--- src/rtl/pd_cls_pkg.sv ---
package pd_cls_pkg;

  typedef enum logic [2:0] {Z_LOW, Z_MARK, Z_CLASS, Z_ON, Z_GAP} zone_e;

  typedef enum logic [2:0] {
    S_IDLE, S_F1, S_M1, S_F2, S_M2, S_BAD, S_PWR1, S_PWR2
  } seq_e;

  // Sort one code into its zone; all bounds inclusive.
  function automatic zone_e zone_of(input int unsigned c,
                                    input int unsigned low_hi,
                                    input int unsigned mrk_lo,
                                    input int unsigned mrk_hi,
                                    input int unsigned cls_lo,
                                    input int unsigned cls_hi,
                                    input int unsigned on_lvl);
    if (c >= on_lvl)                    return Z_ON;
    else if (c >= cls_lo && c <= cls_hi) return Z_CLASS;
    else if (c >= mrk_lo && c <= mrk_hi) return Z_MARK;
    else if (c <= low_hi)               return Z_LOW;
    else                                return Z_GAP;
  endfunction

  // Run length after one more sample, saturating at lim.
  function automatic int unsigned run_next(input int unsigned cnt,
                                           input bit same,
                                           input int unsigned lim);
    if (!same)       return 1;
    else if (cnt >= lim) return lim;
    else             return cnt + 1;
  endfunction

  // Sequencer step on a qualified zone entry.
  function automatic seq_e seq_step(input seq_e s, input zone_e z);
    seq_e n;
    n = s;
    case (z)
      Z_LOW: n = S_IDLE;
      Z_CLASS: begin
        case (s)
          S_IDLE:  n = S_F1;
          S_M1:    n = S_F2;
          S_M2:    n = S_BAD;
          default: n = s;
        endcase
      end
      Z_MARK: begin
        case (s)
          S_F1:    n = S_M1;
          S_F2:    n = S_M2;
          default: n = s;
        endcase
      end
      Z_ON: begin
        case (s)
          S_PWR1, S_PWR2: n = s;
          S_M2:           n = S_PWR2;
          default:        n = S_PWR1;
        endcase
      end
      default: n = s;
    endcase
    return n;
  endfunction

endpackage

--- src/rtl/pd_zone_filter.sv ---
module pd_zone_filter
  import pd_cls_pkg::*;
#(
  parameter int unsigned CODE_W = 10,
  parameter int unsigned LOW_HI = 53,
  parameter int unsigned MRK_LO = 54,
  parameter int unsigned MRK_HI = 97,
  parameter int unsigned CLS_LO = 130,
  parameter int unsigned CLS_HI = 205,
  parameter int unsigned ON_LVL = 400,
  parameter int unsigned DEB_N  = 4
) (
  input  logic              clk,
  input  logic              rst_n,
  input  logic [CODE_W-1:0] code,
  output logic              ent,
  output zone_e             ent_zone
);
  localparam int unsigned CNT_W = $clog2(DEB_N + 1);

  zone_e            zone_now;
  zone_e            last_zone;
  logic [CNT_W-1:0] run;
  logic             same;
  int unsigned      nxt;

  always_comb begin
    zone_now = zone_of(32'(code), LOW_HI, MRK_LO, MRK_HI, CLS_LO, CLS_HI, ON_LVL);
    same     = (zone_now == last_zone);
    nxt      = run_next(32'(run), same, DEB_N);
    ent      = (nxt == DEB_N) && !(same && (32'(run) == DEB_N));
    ent_zone = zone_now;
  end

  always_ff @(posedge clk or negedge rst_n) begin
    if (!rst_n) begin
      run       <= '0;
      last_zone <= Z_GAP;
    end else begin
      run       <= CNT_W'(nxt);
      last_zone <= zone_now;
    end
  end

  generate
    if (DEB_N > 1) begin : g_deb_chk

      deb_hold_chk: assert property (@(posedge clk) disable iff (!rst_n)
        ent |-> ($past(zone_now) == zone_now));
    end
  endgenerate

endmodule

--- src/rtl/pd_seq_fsm.sv ---
module pd_seq_fsm
  import pd_cls_pkg::*;
(
  input  logic  clk,
  input  logic  rst_n,
  input  logic  ent,
  input  zone_e ent_zone,
  output seq_e  state
);
  seq_e state_d;

  always_comb begin
    state_d = ent ? seq_step(state, ent_zone) : state;
  end

  always_ff @(posedge clk or negedge rst_n) begin
    if (!rst_n) state <= S_IDLE;
    else        state <= state_d;
  end


  low_clear_chk: assert property (@(posedge clk) disable iff (!rst_n)
    (ent && ent_zone == Z_LOW) |=> (state == S_IDLE));


  pwr_hold_chk: assert property (@(posedge clk) disable iff (!rst_n)
    (ent && ent_zone != Z_LOW && (state == S_PWR1 || state == S_PWR2))
      |=> $stable(state));


  pwr2_entry_chk: assert property (@(posedge clk) disable iff (!rst_n)
    (state == S_PWR2 && $past(state) != S_PWR2) |-> ($past(state) == S_M2));

endmodule

--- src/rtl/pd_ind_drive.sv ---
module pd_ind_drive (
  input  logic clk,
  input  logic rst_n,
  input  logic is_t2,
  input  logic conv_pg,
  output logic type2_n
);
  always_ff @(posedge clk or negedge rst_n) begin
    if (!rst_n) type2_n <= 1'b1;
    else        type2_n <= ~(is_t2 & conv_pg);
  end


  ind_cause_chk: assert property (@(posedge clk) disable iff (!rst_n)
    $fell(type2_n) |-> $past(is_t2 && conv_pg));


  ind_release_chk: assert property (@(posedge clk) disable iff (!rst_n)
    !conv_pg |=> type2_n);

endmodule

--- src/rtl/pd_class_seq.sv ---
module pd_class_seq
  import pd_cls_pkg::*;
#(
  parameter int unsigned CODE_W = 10,
  parameter int unsigned MRK_LO = 54,
  parameter int unsigned MRK_HI = 97,
  parameter int unsigned CLS_LO = 130,
  parameter int unsigned CLS_HI = 205,
  parameter int unsigned ON_LVL = 400,
  parameter int unsigned DEB_N  = 4
) (
  input  logic              clk,
  input  logic              rst_n,
  input  logic [CODE_W-1:0] vcode,
  input  logic              conv_pg,
  output logic              type2_n
);
  localparam int unsigned LOW_HI = MRK_LO - 1;

  logic  ent;
  zone_e ent_zone;
  seq_e  state;
  logic  is_t2;

  pd_zone_filter #(
    .CODE_W(CODE_W), .LOW_HI(LOW_HI), .MRK_LO(MRK_LO), .MRK_HI(MRK_HI),
    .CLS_LO(CLS_LO), .CLS_HI(CLS_HI), .ON_LVL(ON_LVL), .DEB_N(DEB_N)
  ) u_filt (
    .clk(clk), .rst_n(rst_n), .code(vcode), .ent(ent), .ent_zone(ent_zone)
  );

  pd_seq_fsm u_fsm (
    .clk(clk), .rst_n(rst_n), .ent(ent), .ent_zone(ent_zone), .state(state)
  );

  assign is_t2 = (state == S_PWR2);

  pd_ind_drive u_ind (
    .clk(clk), .rst_n(rst_n), .is_t2(is_t2), .conv_pg(conv_pg), .type2_n(type2_n)
  );

endmodule

--- config.mk ---
export PLATFORM = sky130hd
export DESIGN_NAME = pd_class_seq
export DESIGN_NICKNAME = d
export VERILOG_FILES = /design/src/rtl/pd_cls_pkg.sv /design/src/rtl/pd_zone_filter.sv /design/src/rtl/pd_seq_fsm.sv /design/src/rtl/pd_ind_drive.sv /design/src/rtl/pd_class_seq.sv
export SDC_FILE = /design/constraint.sdc
export NUM_CORES = 1
export LEC_CHECK = 0
export BUFFER_PORTS_ARGS = -buffer_cell sky130_fd_sc_hd__buf_2
export CAP_MARGIN = 25
export CORE_AREA = 3 3 40 42
export CTS_CLUSTER_DIAMETER = 50
export DETAILED_ROUTE_END_ITERATION = 7
export DIE_AREA = 0 0 43 45
export PLACE_DENSITY = 0.72
export SYNTH_ARGS = -nofsm -noshare
export SYNTH_HDL_FRONTEND = slang
export SYNTH_HIERARCHICAL = 1
export SYNTH_SLANG_ARGS = --single-unit
--- constraint.sdc ---
create_clock -name clk -period 5.3 [get_ports clk]
set_input_delay 0.53 -clock clk [delete_from_list [all_inputs] [get_ports clk]]
set_output_delay 0.53 -clock clk [all_outputs]
set_load 0.02 [all_outputs]
Yosys cells after proc, flatten, opt, wreduce, memory -nomap -nowiden
Index checks and enable logic that the tools add are counted.
{"block": "totals", "input_bits": 13, "regBits": 10, "word_cells": 49, "output_inout_bits": 1}
{"block": "classes", "n_reduce_logical": 10, "muxes": 10, "eq_ne": 15, "bitwise_logic": 2, "n_addsub": 1, "n_lt_le_gt_ge": 7}
{"op": "two-way mux 32 bit", "count": 2}
{"op": "equality test 32 x 3 -> 1 bit (second input constant)", "count": 1}
{"op": "equality test 3 x 2 -> 1 bit (second input constant)", "count": 4}
{"op": "equality test 3 bit (second input constant)", "count": 4}
{"op": "two-way mux 3 bit", "count": 4}
{"op": "case mux 3 bit (2 select lines)", "count": 2}
{"op": "case mux 3 bit (4 select lines)", "count": 1}
{"op": "greater-or-equal comparator 10 x 6 -> 1 bit (second input constant)", "count": 1}
{"op": "greater-or-equal comparator 10 x 8 -> 1 bit (second input constant)", "count": 1}
{"op": "greater-or-equal comparator 10 x 9 -> 1 bit (second input constant)", "count": 1}
{"op": "less-or-equal comparator 10 x 6 -> 1 bit (second input constant)", "count": 1}
{"op": "less-or-equal comparator 10 x 7 -> 1 bit (second input constant)", "count": 1}
{"op": "less-or-equal comparator 10 x 8 -> 1 bit (second input constant)", "count": 1}
{"op": "case mux 3 bit (3 select lines)", "count": 1}
{"op": "equality test 3 x 1 -> 1 bit (second input constant)", "count": 2}
{"op": "zero test 3 bit", "count": 2}
{"op": "AND reduction 5 bit", "count": 1}
{"op": "adder 3 x 1 -> 4 bit (second input constant)", "count": 1}
{"op": "logical AND 1 bit", "count": 4}
{"op": "!= test 4 x 1 -> 1 bit (second input constant)", "count": 1}
{"op": "nonzero test 4 bit", "count": 1}
{"op": "equality test 3 bit", "count": 1}
{"op": "greater-or-equal comparator 3 bit (second input constant)", "count": 1}
{"op": "!= test 3 x 1 -> 1 bit (second input constant)", "count": 1}
{"op": "5 further kinds", "count": 5}

Logic depth before layout (Yosys ltp)
Gate-level depths: netlist (run 1).
{"block": "logic_depth", "ltp_word": 10, "depth_mapped": 8, "ltp_nobuf": 8}

By module
The synthesis (run 1) kept the hierarchy.
{"module": "pd_zone_filter", "cells_each": 43, "n_inst": 1, "seq_area_each_um2": 151.4, "area_each_um2": 404.1}
{"module": "pd_seq_fsm", "cells_each": 24, "n_inst": 1, "seq_area_each_um2": 75.1, "area_each_um2": 195.2}
{"module": "pd_ind_drive", "cells_each": 2, "n_inst": 1, "seq_area_each_um2": 26.3, "area_each_um2": 30.0}
{"module": "pd_class_seq", "cells_each": 1, "n_inst": 1, "seq_area_each_um2": 0.0, "area_each_um2": 6.3}

Least setup slack after synthesis (run 1)
OpenSTA, ideal clock, no wires.
{"block": "synth_path", "path_type": "input-to-reg", "start": "input port vcode[4]", "end": "register u_fsm.state[0]", "stages": 8, "arrival_time_ns": 2.184, "path_slack_ns": 2.994, "t_required_ns": 5.178, "path_buffers": 0, "setup_time_ns": 0.122, "cell_sequence": "nor4_1 -> o21ai_1 -> o221ai_2 -> xor2_1 -> nor3_1 -> or3b_1 -> a21oi_1 -> nor3_1"}
{"block": "synth_between", "elab_chain_len": 10}
{"item": "from (decl)", "line_no": "pd_class_seq.sv:14", "rtl": "input logic [CODE_W-1:0] vcode,"}
{"item": "greater-or-equal comparator 10 x 6 -> 1 bit / less-or-equal comparator 10 x 7 -> 1 bit (equally long branches)", "line_no": "pd_cls_pkg.sv:19", "rtl": "else if (c >= mrk_lo && c <= mrk_hi) return Z_MARK;"}
{"item": "logical AND 1 bit", "line_no": "pd_cls_pkg.sv:19"}
{"item": "two-way mux 3 bit", "line_no": "pd_cls_pkg.sv:19"}
{"item": "two-way mux 3 bit", "line_no": "pd_cls_pkg.sv:18", "rtl": "else if (c >= cls_lo && c <= cls_hi) return Z_CLASS;"}
{"item": "two-way mux 3 bit *", "line_no": "pd_cls_pkg.sv:17", "rtl": "if (c >= on_lvl) return Z_ON;"}
{"item": "named net ent_zone[0]", "line_no": "pd_class_seq.sv:21", "rtl": "zone_e ent_zone;"}
{"item": "equality test 3 bit *", "line_no": "pd_zone_filter.sv:29", "rtl": "same = (zone_now == last_zone);"}
{"item": "two-way mux 32 bit / logical AND 1 bit (equally long branches)", "line_no": "pd_cls_pkg.sv:28, pd_zone_filter.sv:31"}
{"item": "equality test 32 x 3 -> 1 bit / zero test 1 bit (equally long branches)", "line_no": "pd_zone_filter.sv:31", "rtl": "ent = (nxt == DEB_N) && !(same && (32'(run) == DEB_N));"}
{"item": "logical AND 1 bit *", "line_no": "pd_zone_filter.sv:31"}
{"item": "named net ent", "line_no": "pd_class_seq.sv:20", "rtl": "logic ent;"}
{"item": "AND reduction 5 bit (no source line) *"}
{"item": "to (signal assigned)", "line_no": "pd_seq_fsm.sv:18", "rtl": "else state <= state_d;"}
{"item": "to (decl)", "line_no": "pd_seq_fsm.sv:8", "rtl": "output seq_e state"}
The timed path passes the listed nets; every way through them passes the cells marked *.
A chain may end at the register's enable or synchronous reset.

Worst setup path after layout (run 1)
Same ends and word-level chain as after synthesis.

==> results.txt, run 1 <==
----------------------------------------------------
[Placed design]
  Detailed Place HPWL ... 1020 um
  Total placed instance area ... 714 um2
  Count of buffers inserted at the top-level ports ... 12
  Last weighted congestion value of the routability-driven placer ... 0.760

[Synthesis]
  Netlist Area Pre-Place ... 636 um2
  Number of distinct standard cells referenced by the synthesized netlist ... 31
  Warnings, synthesis ... 6
  Dominant cells by area after synthesis ... sky130_fd_sc_hd__dfrtp_1 (31%), sky130_fd_sc_hd__dfstp_2 (8.3%), sky130_fd_sc_hd__a21oi_1 (4.7%)
  Portion of synthesized cell area occupied by the leading cell type ... 31.5%
  Net count of the mapped netlist ... 85
  Per-instance average area after synthesis ... 9.08 um2
  Most frequently used cell type in the post-synthesis netlist ... sky130_fd_sc_hd__dfrtp_1
  Number of enable flip-flop cells after synthesis ... 0
  Post-synth top cells ... sky130_fd_sc_hd__dfrtp_1 (8), sky130_fd_sc_hd__a21oi_1 (6), sky130_fd_sc_hd__nor2_1 (6), sky130_fd_sc_hd__nor3_1 (6)
  Part of the Yosys area used for sequential elements ... 39.8%
  Flip-flop and latch count after synthesis ... 10
  Post-synth top area cell ... sky130_fd_sc_hd__dfrtp_1
  Number of standard cells after synthesis ... 70
  Async set-reset flop share out of synthesis ... 100%
  Commonest register cell after synthesis ... sky130_fd_sc_hd__dfrtp_1

[Timing]
  Final period utilization ... 46.3%
  Remaining max-slew budget at the tightest pin ... 74.8%
  Transition at the pin with the smallest max-transition slack ... 0.375 ns
  Period minus WS final ... 2.45 ns
  Setup violations, final ... 0
  Clock Skews ... 0.00592 ns
  Highest clock rate ... 0.407 GHz
  Setup Total Neg Slack ... 0 ns
  Max Transition Viols Final ... 0
  Final hold violation count ... 0
  Setup repair after global routing missed its margin ... no

[Power and ir drop]
  Power per Cell Area ... 249 nW/um2
  Max rail drop VDD ... 137 uV
  Pleak ... 0.331 nW
  Net switching power of the design ... 0.0000492 W
  Portion of total power attributed to the clock network ... 36.0%
  Logic gate share of total power ... 18.4%
  Sw Share ... 26.3%
  Sequential power share ... 45.7%
  Internal ... 0.000138 W

[Critical path]
  Most numerous cell on the critical path ... sky130_fd_sc_hd__nor3_1
  Crit path kind ... in2reg
  Register-to-register setup slack ... 3.25 ns
  Cell count along the critical path ... 9
  CP Cell Sequence ... buf_2 -> nor4_1 -> o21ai_1 -> o221ai_2 -> xor2_1 -> nor3_1 -> or3b_1 -> a21oi_1 -> nor3_1
  Capture instance of the worst register-to-register path ... u_fsm/state[0]
  Endpoint arrival time on the critical path ... 2.60 ns
  Slowest cell on crit path ... sky130_fd_sc_hd__or3b_1
  Critical-path maximum fanout ... 7
  Startpoint Class ... primary input
  R2R cell count ... 8
  Req. time, crit path ... 5.44 ns
  R2R Path Start ... u_filt/run[0]
  Longest individual stage delay on the worst path ... 0.42 ns
  Kind of capture point of the worst setup path ... flop
  Crit path max-delay family ... simple AND/OR/NAND/NOR gates
  Number of buffers and inverters on the critical path ... 1

[GRT]
  Largest net degree at the start of global routing ... 11
  Global-route wire length before repair ... 2320 um
  GR Util All Layers ... 15.6%
  Overflow left after global routing ... 0
  Antenna violations before repair ... 0
  Via count of the first global-routing pass ... 574

[Die]
  Core area ... 1280 um2
  Y dimension of the die ... 45 um
  I/O pins ... 14
  Full die area ... 1940 um2
  Starting density of the core ... 49.5%
  Floorplan die width ... 43 um
  Core Rows ... 13

[Clocking]
  Skew-Pair Late Insertion Delay ... 0.26 ns
  Hold buffer count at CTS ... 0
  Root Buffer Master ... sky130_fd_sc_hd__clkbuf_4
  Number of buffers inserted during clock tree synthesis ... 3
  Clock sink count ... 10
  Clock Tree Buf Depth ... 2
  CTS clock-pin slew for the worst setup and hold paths ... 0.07 ns
  CTS H-tree depth ... 1
  Count of buffers added by post-CTS timing repair for setup ... 0
  CTS tree ... yes
  Post_cts resized ... 0

[Layout]
  Final-layout fill cell count ... 127
  FF+latch area ... 253 um2
  Share of layout cells above drive strength 1 ... 25.6%
  Final std cell area, no fill ... 751 um2
  Antenna diode count ... 0
  Number of nets in the layout ... 102
  Area overhead of the layout relative to synthesis ... 18.1%
  Area used by multi-input combinational logic ... 364 um2

[Run status]
  Result of the run ... completed

[Hold path]
  Classification of the worst-slack hold path ... in2async

[Run]
  Number of max-cap violations ... 0

[Route]
  Initial detailed-routing violation count ... 13
  Via count ... 563
  Routed wire length ... 1290 um
  Routed via count divided by cell count ... 5.57
  DRC violation count after routing ... 0
  Routed wirelength normalized by instance count ... 12.8 um
  Number of routed nets with antenna violations ... 0
  Detailed-router iteration count before antenna repair ... 4

----------------------------------------------------
cell type report:
type	instances	share of cell area, %
Multi-Input combinational cell	55	48.5
Sequential cell	10	33.7
Timing Repair Buffer	12	8.00
Clock buffer	4	4.83
Inverter	5	2.50
Tap cell	15	2.50
layout by cell type (no fill, tap or decap), types with 2 or more instances in the layout:
cell / instances
sky130_fd_sc_hd__nand2b_1: 2
sky130_fd_sc_hd__nor2_1: 6
sky130_fd_sc_hd__inv_1: 5
sky130_fd_sc_hd__nand3b_1: 2
sky130_fd_sc_hd__nor4b_1: 2
sky130_fd_sc_hd__nand2_1: 5
sky130_fd_sc_hd__clkbuf_4: 3
sky130_fd_sc_hd__buf_2: 12
sky130_fd_sc_hd__o21ai_1: 2
sky130_fd_sc_hd__nor2b_1: 3
sky130_fd_sc_hd__a21oi_1: 6
sky130_fd_sc_hd__nor3_1: 6
sky130_fd_sc_hd__a21o_1: 2
sky130_fd_sc_hd__dfstp_2: 2
sky130_fd_sc_hd__dfrtp_1: 8
sky130_fd_sc_hd__ha_1: 2
through the flow:
step | setup slack (ns) | hold slack (ns) | total power (W) | instances | util (%)
floorplan | 2.99 | 0.234 | 0.000108 | 70 | -
global placement | 2.62 | 0.399 | 0.000119 | 97 | 55.6
detailed placement | 2.63 | 0.403 | 0.000121 | 97 | 55.6
CTS | 2.88 | 0.118 | 0.000189 | 101 | 58.4
global route | 2.56 | 0.114 | 0.000200 | 101 | 58.4
finish | 2.85 | 0.113 | 0.000187 | 101 | 58.4
metal layers:
layer  up-vias  part of all wire [%]  wire length [um]  track usage [%]
met5         -                     0                 0                0
met2         5                    52               667             25.7
met1       266                    47               607             19.7
li1        292                     -                 -                -
met3         0                   1.5                20             3.98
met4         0                     0                 0             6.02
registers in the layout (all words and copies together) (netlist names):
name,flops
u_filt/last_zone,3
u_filt/run,3
u_fsm/state,3
u_ind/type2_n,1
cells by family after synthesis:
group	after synthesis	share of synthesized area, %
buffers and inverters	5	2.95
flip-flops	10	39.8
XOR/XNOR	2	2.76
adder cells (fa/ha/maj)	2	3.94
AND/OR/NAND/NOR	32	28.2
AO/OA/AOI/OAI	19	22.4
worst max-delay path by stage:
stage,startpoint,end
6_report,vcode[4],u_fsm/state[0]
3_3_place_gp,vcode[4],u_fsm/state[0]
2_1_floorplan,vcode[4],u_fsm/state[0]
3_5_place_dp,vcode[4],u_fsm/state[0]
5_1_grt,vcode[4],u_fsm/state[0]
4_1_cts,vcode[4],u_fsm/state[0]
power by group through the flow:
stage	Sequential (W)	Combinational, W	Clock, W
floorplan	0.0000858	0.0000221	0
global placement	0.0000865	0.0000329	0
detailed placement	0.0000867	0.0000345	0
CTS	0.0000854	0.0000346	0.0000691
global route	0.0000861	0.0000393	0.0000744
finish	0.0000854	0.0000344	0.0000673
worst register-to-register path, delay by kind of cell, from the launching register on:
family                     cells  cell delay (ns)
buffers and inverters          1             0.07
DFF                            1             0.38
adders and majority gates      1             0.30
and+or+nand+nor                4             0.96
AOI/OAI and AO/OA              2             0.24
No activity file was read; power rests on OpenSTA's default activity.
==> run 2: changes to the inputs <==
--- a/config.mk
+++ b/config.mk
@@ -7,10 +7,10 @@
 export LEC_CHECK = 0
 export BUFFER_PORTS_ARGS = -buffer_cell sky130_fd_sc_hd__buf_2
 export CAP_MARGIN = 25
-export CORE_AREA = 3 3 40 42
+export CORE_MARGIN = 3
+export CORE_UTILIZATION = 46
 export CTS_CLUSTER_DIAMETER = 50
 export DETAILED_ROUTE_END_ITERATION = 7
-export DIE_AREA = 0 0 43 45
 export PLACE_DENSITY = 0.72
 export SYNTH_ARGS = -nofsm -noshare
 export SYNTH_HDL_FRONTEND = slang
==> constraint.sdc (replaced) <==
create_clock -name clk -period 2.2 [get_ports clk]
set_input_delay 0.22 -clock clk [delete_from_list [all_inputs] [get_ports clk]]
set_output_delay 0.22 -clock clk [all_outputs]
set_load 0.02 [all_outputs]
==> run 2 against run 1 <==
Sequential power grew 140%. Clock-buffer cell count decreased by 1. Routed wire length up 12%. Clock skew fell by 0.0053 ns. Largest power group unchanged. Cell area is 5.8% higher. Power rose by 130%. Final cell count increased by 4.0%. Worst setup slack lost 2.7 ns. Critical path type is now reg2reg.
==> results.txt, run 2 (synthesis results as in run 1) <==
----------------------------------------------------
[Run status]
  Result of the run ... completed

[Route]
  Routed wirelength normalized by instance count ... 13.7 um (+7.3%)
  DRC violation count after routing ... 0 (unchanged)
  Number of routed nets with antenna violations ... 0 (unchanged)
  Via count ... 579 (+2.8%)
  Routed wire length ... 1440 um (+12%)
  Detailed-router iteration count before antenna repair ... 4 (unchanged)
  Initial detailed-routing violation count ... 20 (+7)
  Routed via count divided by cell count ... 5.51 (-1.1%)

[Timing]
  Remaining max-slew budget at the tightest pin ... 77.3% (+2.5 points)
  Period minus WS final ... 2.01 ns
  Final period utilization ... 91.4%
  Setup violations, final ... 0 (unchanged)
  Setup WS post-layout ... 0.188 ns (-2.66 ns)
  Worst hold margin ... 0.0778 ns (-0.0356 ns)
  Setup repair after global routing missed its margin ... no
  Clock Skews ... 0.000673 ns (-0.00525 ns)
  Max Transition Viols Final ... 0 (unchanged)
  Highest clock rate ... 0.497 GHz
  Final hold violation count ... 0 (unchanged)
  Transition at the pin with the smallest max-transition slack ... 0.337 ns (-0.0381 ns)

[Layout]
  Most frequent cells in the layout ... sky130_fd_sc_hd__buf_2 (12), sky130_fd_sc_hd__dfrtp_1 (8), sky130_fd_sc_hd__nor2_1 (6), sky130_fd_sc_hd__a21oi_1 (6)
  Area overhead of the layout relative to synthesis ... 25.0%
  Number of nets in the layout ... 108 (+5.9%)
  Most common cell after layout, fill and taps aside ... sky130_fd_sc_hd__buf_2
  Final std cell area, no fill ... 795 um2 (+5.8%)
  Antenna diode count ... 0 (unchanged)
  Largest regs ... u_filt/last_zone: 3 flops, u_filt/run: 3 flops, u_fsm/state: 3 flops
  Share of layout cells above drive strength 1 ... 30.8% (+5.2 points)

[Critical path]
  Critical-path maximum fanout ... 3 (-4)
  R2R cell count ... 8 (unchanged)
  Endpoint arrival time on the critical path ... 2.16 ns (-0.44 ns)
  Crit path max-delay family ... simple AND/OR/NAND/NOR gates
  Longest individual stage delay on the worst path ... 0.40 ns (-0.02 ns)
  Capture instance of the worst register-to-register path ... u_fsm/state[0]
  Slowest cell on crit path ... sky130_fd_sc_hd__or3b_1
  Startpoint Class ... flop
  Kind of capture point of the worst setup path ... flop
  Req. time, crit path ... 2.35 ns (-3.09 ns)
  Register-to-register setup slack ... 0.19 ns (-3.06 ns)
  CP Cell Sequence ... inv_1 -> ha_1 -> nor4b_2 -> a21oi_1 -> nor3_2 -> or3b_1 -> a21oi_1 -> nor3_1
  Most numerous cell on the critical path ... sky130_fd_sc_hd__a21oi_1
  R2R Path Start ... u_filt/run[0]
  Crit path kind ... reg2reg
  Number of buffers and inverters on the critical path ... 1 (unchanged)

[Die]
  Core Rows ... 12 (-1)
  Core area ... 1200 um2 (-6.5%)
  Floorplan die width ... 43.2 um (+0.40%)
  I/O pins ... 14 (unchanged)
  Y dimension of the die ... 43.2 um (-4.1%)
  Starting density of the core ... 52.9% (+3.5 points)
  Full die area ... 1860 um2 (-3.7%)

[Power and ir drop]
  Pleak ... 0.354 nW (+6.9%)
  Power after layout ... 0.000432 W (+130%)
  Power per Cell Area ... 543 nW/um2 (+120%)
  Max rail drop VDD ... 366 uV (+170%)

[GRT]
  Overflow left after global routing ... 0 (unchanged)
  Via count of the first global-routing pass ... 605 (+5.4%)
  Largest net degree at the start of global routing ... 11 (unchanged)
  GR Util All Layers ... 18.1% (+2.5 points)
  Global-route wire length before repair ... 2540 um (+9.5%)
  Antenna violations before repair ... 0 (unchanged)

[Clocking]
  Number of buffers inserted during clock tree synthesis ... 3 (unchanged)
  CTS H-tree depth ... 1 (unchanged)
  Root Buffer Master ... sky130_fd_sc_hd__clkbuf_4
  Clock sink count ... 10 (unchanged)
  Count of buffers added by post-CTS timing repair for setup ... 0 (unchanged)
  CTS tree ... yes
  Skew-Pair Late Insertion Delay ... 0.26 ns (about the same)
  Clock Tree Buf Depth ... 2 (unchanged)
  CTS clock-pin slew for the worst setup and hold paths ... 0.06 ns (about the same)

[Hold path]
  Hold Path Cell Cnt ... 2
  Start point of the worst min-delay path ... conv_pg
  Classification of the worst-slack hold path ... in2reg
  Worst hold path endpoint ... u_ind/type2_n

[Placed design]
  Last weighted congestion value of the routability-driven placer ... 0.817 (+7.6%)
  Count of buffers inserted at the top-level ports ... 12 (unchanged)
  Detailed Place HPWL ... 1140 um (+12%)
  Total placed instance area ... 751 um2 (+5.1%)
  Setup WS pre-CTS ... -0.0638 ns (-2.69 ns)

[Run]
  Number of max-cap violations ... 0 (unchanged)

----------------------------------------------------
## run 2: through the flow
| step | utilization (%) | instances | setup TNS, ns |
|---|---|---|---|
| detailed placement | 62.5 | 101 | -0.111 |
| CTS | 65.2 | 105 | 0 |
| global placement | 62.5 | 101 | -0.151 |
| finish | 66.1 | 105 | 0 |
| floorplan | - | 70 | 0 |
| global route | 66.1 | 105 | 0 |
## run 2: layout make-up
cell class / count / area, um2
Timing Repair Buffer: 18 / 108
Inverter: 5 / 18.8
Fill cell: 110 / 407
Tap cell: 14 / 17.5
Sequential cell: 10 / 253
Multi-Input combinational cell: 55 / 375
Clock buffer: 3 / 22.5
## run 2: how the worst max path moves through the flow
stage	cells past startpoint	startpoint	end
after global placement	9	vcode[4]	u_fsm/state[0]
after CTS	8	u_filt/run[0]	u_fsm/state[0]
final	8	u_filt/run[0]	u_fsm/state[0]
after detailed placement	9	vcode[4]	u_fsm/state[0]
after global routing	8	u_filt/run[0]	u_fsm/state[0]
after floorplan	8	vcode[4]	u_fsm/state[0]
## run 2: where the power goes
part           total (W)  internal [W]  switching, W
Combinational   0.000101     0.0000479     0.0000535
Clock           0.000124     0.0000631     0.0000612
Sequential      0.000206      0.000196    0.00000972
## run 2: timing repair
item | in CTS | in global routing
endpoints found under the hold margin | 8 | 0
hold buffers | 1 | 0
gates resized for setup | 0 | 2
endpoints found under the setup margin | 0 | 3
## run 2: routing by layer
metal | share of wire (%) | global-route usage (%)
met1 | 46 | 22.6
met4 | 0.49 | 7.83
met5 | 0 | 0
met3 | 2.9 | 3.39
met2 | 50 | 29.8
==> run 3: changes to the inputs <==
--- a/config.mk
+++ b/config.mk
@@ -8,10 +8,11 @@
 export BUFFER_PORTS_ARGS = -buffer_cell sky130_fd_sc_hd__buf_2
 export CAP_MARGIN = 25
 export CORE_MARGIN = 3
-export CORE_UTILIZATION = 46
+export CORE_UTILIZATION = 49
+export CTS_BUF_LIST = sky130_fd_sc_hd__clkbuf_8
 export CTS_CLUSTER_DIAMETER = 50
 export DETAILED_ROUTE_END_ITERATION = 7
-export PLACE_DENSITY = 0.72
+export PLACE_DENSITY = 0.76
 export SYNTH_ARGS = -nofsm -noshare
 export SYNTH_HDL_FRONTEND = slang
 export SYNTH_HIERARCHICAL = 1
==> run 3 against run 2 <==
Via count rose by 3.1%. Power rose by 14%. Clock skew rose by 0.0018 ns. Maximum frequency rose by 0.69%. Clock power rose by 56%. Global-route usage rose by 0.88 points. Clock-buffer cell count did not move. Final cell count fell by 0.95%. Utilization rose by 2.7 points. Sequential power barely moved.
==> results.txt, run 3 (synthesis results as in run 1) <==
----------------------------------------------------
[Die]
  Full die area ... 1770 um2 (-5.3%)
  I/O pins ... 14 (unchanged)
  Starting density of the core ... 55.0% (+2.1 points)
  Core area ... 1160 um2 (-3.7%)
  Core Rows ... 12 (unchanged)
  Y dimension of the die ... 42.0 um (-2.7%)
  Floorplan die width ... 42.0 um (-2.7%)

[Power and ir drop]
  Max rail drop VDD ... 384 uV (+4.9%)
  Pleak ... 0.357 nW (+0.80%)
  Sequential power share ... 41.8% (-5.9 points)
  Power after layout ... 0.000494 W (+14%)
  Internal ... 0.000362 W (+18%)
  Net switching power of the design ... 0.000132 W (+5.9%)
  Logic gate share of total power ... 19.0% (-4.5 points)
  Portion of total power attributed to the clock network ... 39.2% (+10 points)
  Sw Share ... 26.7% (-2.1 points)
  Power per Cell Area ... 620 nW/um2 (+14%)

[Critical path]
  Critical-path maximum fanout ... 3 (unchanged)
  Number of buffers and inverters on the critical path ... 1 (unchanged)
  Startpoint Class ... flop
  Kind of capture point of the worst setup path ... flop
  Req. time, crit path ... 2.32 ns (-0.03 ns)
  Crit path max-delay family ... simple AND/OR/NAND/NOR gates
  Slowest cell on crit path ... sky130_fd_sc_hd__or3b_1
  Longest individual stage delay on the worst path ... 0.41 ns (about the same)
  Most numerous cell on the critical path ... sky130_fd_sc_hd__a21oi_1
  Crit path kind ... reg2reg
  Endpoint arrival time on the critical path ... 2.12 ns (-0.04 ns)
  CP Cell Sequence ... inv_1 -> ha_1 -> nor4b_1 -> a21oi_1 -> nor3_2 -> or3b_1 -> a21oi_1 -> nor3_1

[Clocking]
  Number of buffers inserted during clock tree synthesis ... 3 (unchanged)
  Root Buffer Master ... sky130_fd_sc_hd__clkbuf_8
  CTS H-tree depth ... 1 (unchanged)
  CTS clock-pin slew for the worst setup and hold paths ... 0.05 ns (about the same)
  CTS tree ... yes
  Clock Tree Buf Depth ... 2 (unchanged)
  Clock sink count ... 10 (unchanged)
  Count of buffers added by post-CTS timing repair for setup ... 0 (unchanged)
  Skew-Pair Late Insertion Delay ... 0.24 ns (-0.02 ns)

[Route]
  Via count ... 597 (+3.1%)
  Routed wire length ... 1470 um (+2.1%)
  DRC violation count after routing ... 0 (unchanged)
  Initial detailed-routing violation count ... 18 (-10%)
  Routed wirelength normalized by instance count ... 14.2 um (+3.1%)
  Detailed-router iteration count before antenna repair ... 4 (unchanged)
  Routed via count divided by cell count ... 5.74 (+4.1%)
  Number of routed nets with antenna violations ... 0 (unchanged)

[Timing]
  Final period utilization ... 90.8% (-0.63 points)
  Setup repair after global routing missed its margin ... no
  Remaining max-slew budget at the tightest pin ... 77.4% (about the same)
  Setup violations, final ... 0 (unchanged)
  Highest clock rate ... 0.500 GHz (+0.69%)
  Max Transition Viols Final ... 0 (unchanged)
  Transition at the pin with the smallest max-transition slack ... 0.337 ns (-0.000104 ns)
  Period minus WS final ... 2.00 ns (-0.0138 ns)
  Clock Skews ... 0.00252 ns (+0.00185 ns)
  Setup Total Neg Slack ... 0 ns (unchanged)
  Final hold violation count ... 0 (unchanged)

[GRT]
  Most used routing layer ... met2
  GR Util All Layers ... 19.0% (+0.88 points)
  Via count of the first global-routing pass ... 607 (+0.33%)
  Global routing usage on met3 ... 5.15% (+1.8 points)
  Antenna violations before repair ... 0 (unchanged)
  Global-route wire length before repair ... 2520 um (-0.83%)
  Met1 demand-to-capacity share in global routing ... 21.6% (-0.98 points)
  Largest net degree at the start of global routing ... 11 (unchanged)
  Met2 track utilization from global routing ... 32.4% (+2.6 points)
  Overflow left after global routing ... 0 (unchanged)

[Layout]
  Share of layout cells above drive strength 1 ... 27.8% (-3.0 points)
  Antenna diode count ... 0 (unchanged)
  Number of nets in the layout ... 106 (-1.9%)
  Final-layout fill cell count ... 91 (-17%)
  Most frequent cells in the layout ... sky130_fd_sc_hd__buf_2 (12), sky130_fd_sc_hd__dfrtp_1 (8), sky130_fd_sc_hd__inv_1 (6), sky130_fd_sc_hd__nor2_1 (6), sky130_fd_sc_hd__a21oi_1 (6)
  Area overhead of the layout relative to synthesis ... 25.2%
  Largest regs ... u_filt/last_zone: 3 flops, u_filt/run: 3 flops, u_fsm/state: 3 flops
  Core occupancy in the finished layout ... 68.8% (+2.7 points)
  Most common cell after layout, fill and taps aside ... sky130_fd_sc_hd__buf_2

[Run]
  Number of max-cap violations ... 0 (unchanged)

[Placed design]
  Detailed Place HPWL ... 1130 um (-1.3%)
  Count of buffers inserted at the top-level ports ... 12 (unchanged)
  Last weighted congestion value of the routability-driven placer ... 0.718 (-12%)

[Run status]
  Result of the run ... completed

[Hold path]
  Classification of the worst-slack hold path ... in2reg

----------------------------------------------------
[run 3: layout make-up]
type / count / area (um2) / share of cell area [%]
multi-input combinational: 55 / 369 / 46.4
tap: 14 / 17.5 / 2.20
clock inverter: 1 / 3.75 / 0.472
sequential: 10 / 253 / 31.8
clock buffer: 3 / 41.3 / 5.19
inverter: 5 / 18.8 / 2.36
timing repair buffer: 16 / 92.6 / 11.6
[run 3: power by group through the flow]
stage	registers [W]	clock network [W]	logic, W
detailed placement	0.000209	0	0.0000904
floorplan	0.000207	0	0.0000532
global route	0.000208	0.000205	0.000107
global placement	0.000208	0	0.0000858
finish	0.000206	0.000193	0.0000937
CTS	0.000206	0.000194	0.0000925
[run 3: path summary, 6_finish.rpt]
kind | from | cells past startpoint | end | slack [ns]
setup / recovery | u_filt/run[0] | 8 | u_fsm/state[0] | 0.20
hold / removal | conv_pg | 2 | u_ind/type2_n | 0.11
setup reg to reg | u_filt/run[0] | 8 | u_fsm/state[0] | 0.20
hold reg to reg | u_filt/run[2] | 1 | u_filt/run[1] | 0.52
max in group asynchronous | rst_n | 2 | u_filt/last_zone[2] | 1.57
min in group asynchronous | rst_n | 2 | u_filt/run[2] | 0.37
[run 3: per-layer routing]
layer	routed length, um	part of all wire, %
met3	54	3.7
met5	0	0
met2	753	51
met4	38	2.6
met1	627	43
[run 3: timing repair]
item                                    4_1_cts  5_1_grt
hold buffers                                  1        0
hold endpoints to repair                      8        0
resized for setup                             0        1
endpoints found under the setup margin        0        3
[run 3: metrics by stage]
stage                     cell area [um2]  setup WS [ns]  std cells  hold WS (ns)
final                                 796          0.202        104         0.114
after global routing                  796         0.0226        104         0.131
after CTS                             791          0.105        104         0.117
after detailed placement              736        -0.0195         99        0.0892
after global placement                736         0.0448         99        0.0845
after floorplan                       636          0.204         70       -0.0756
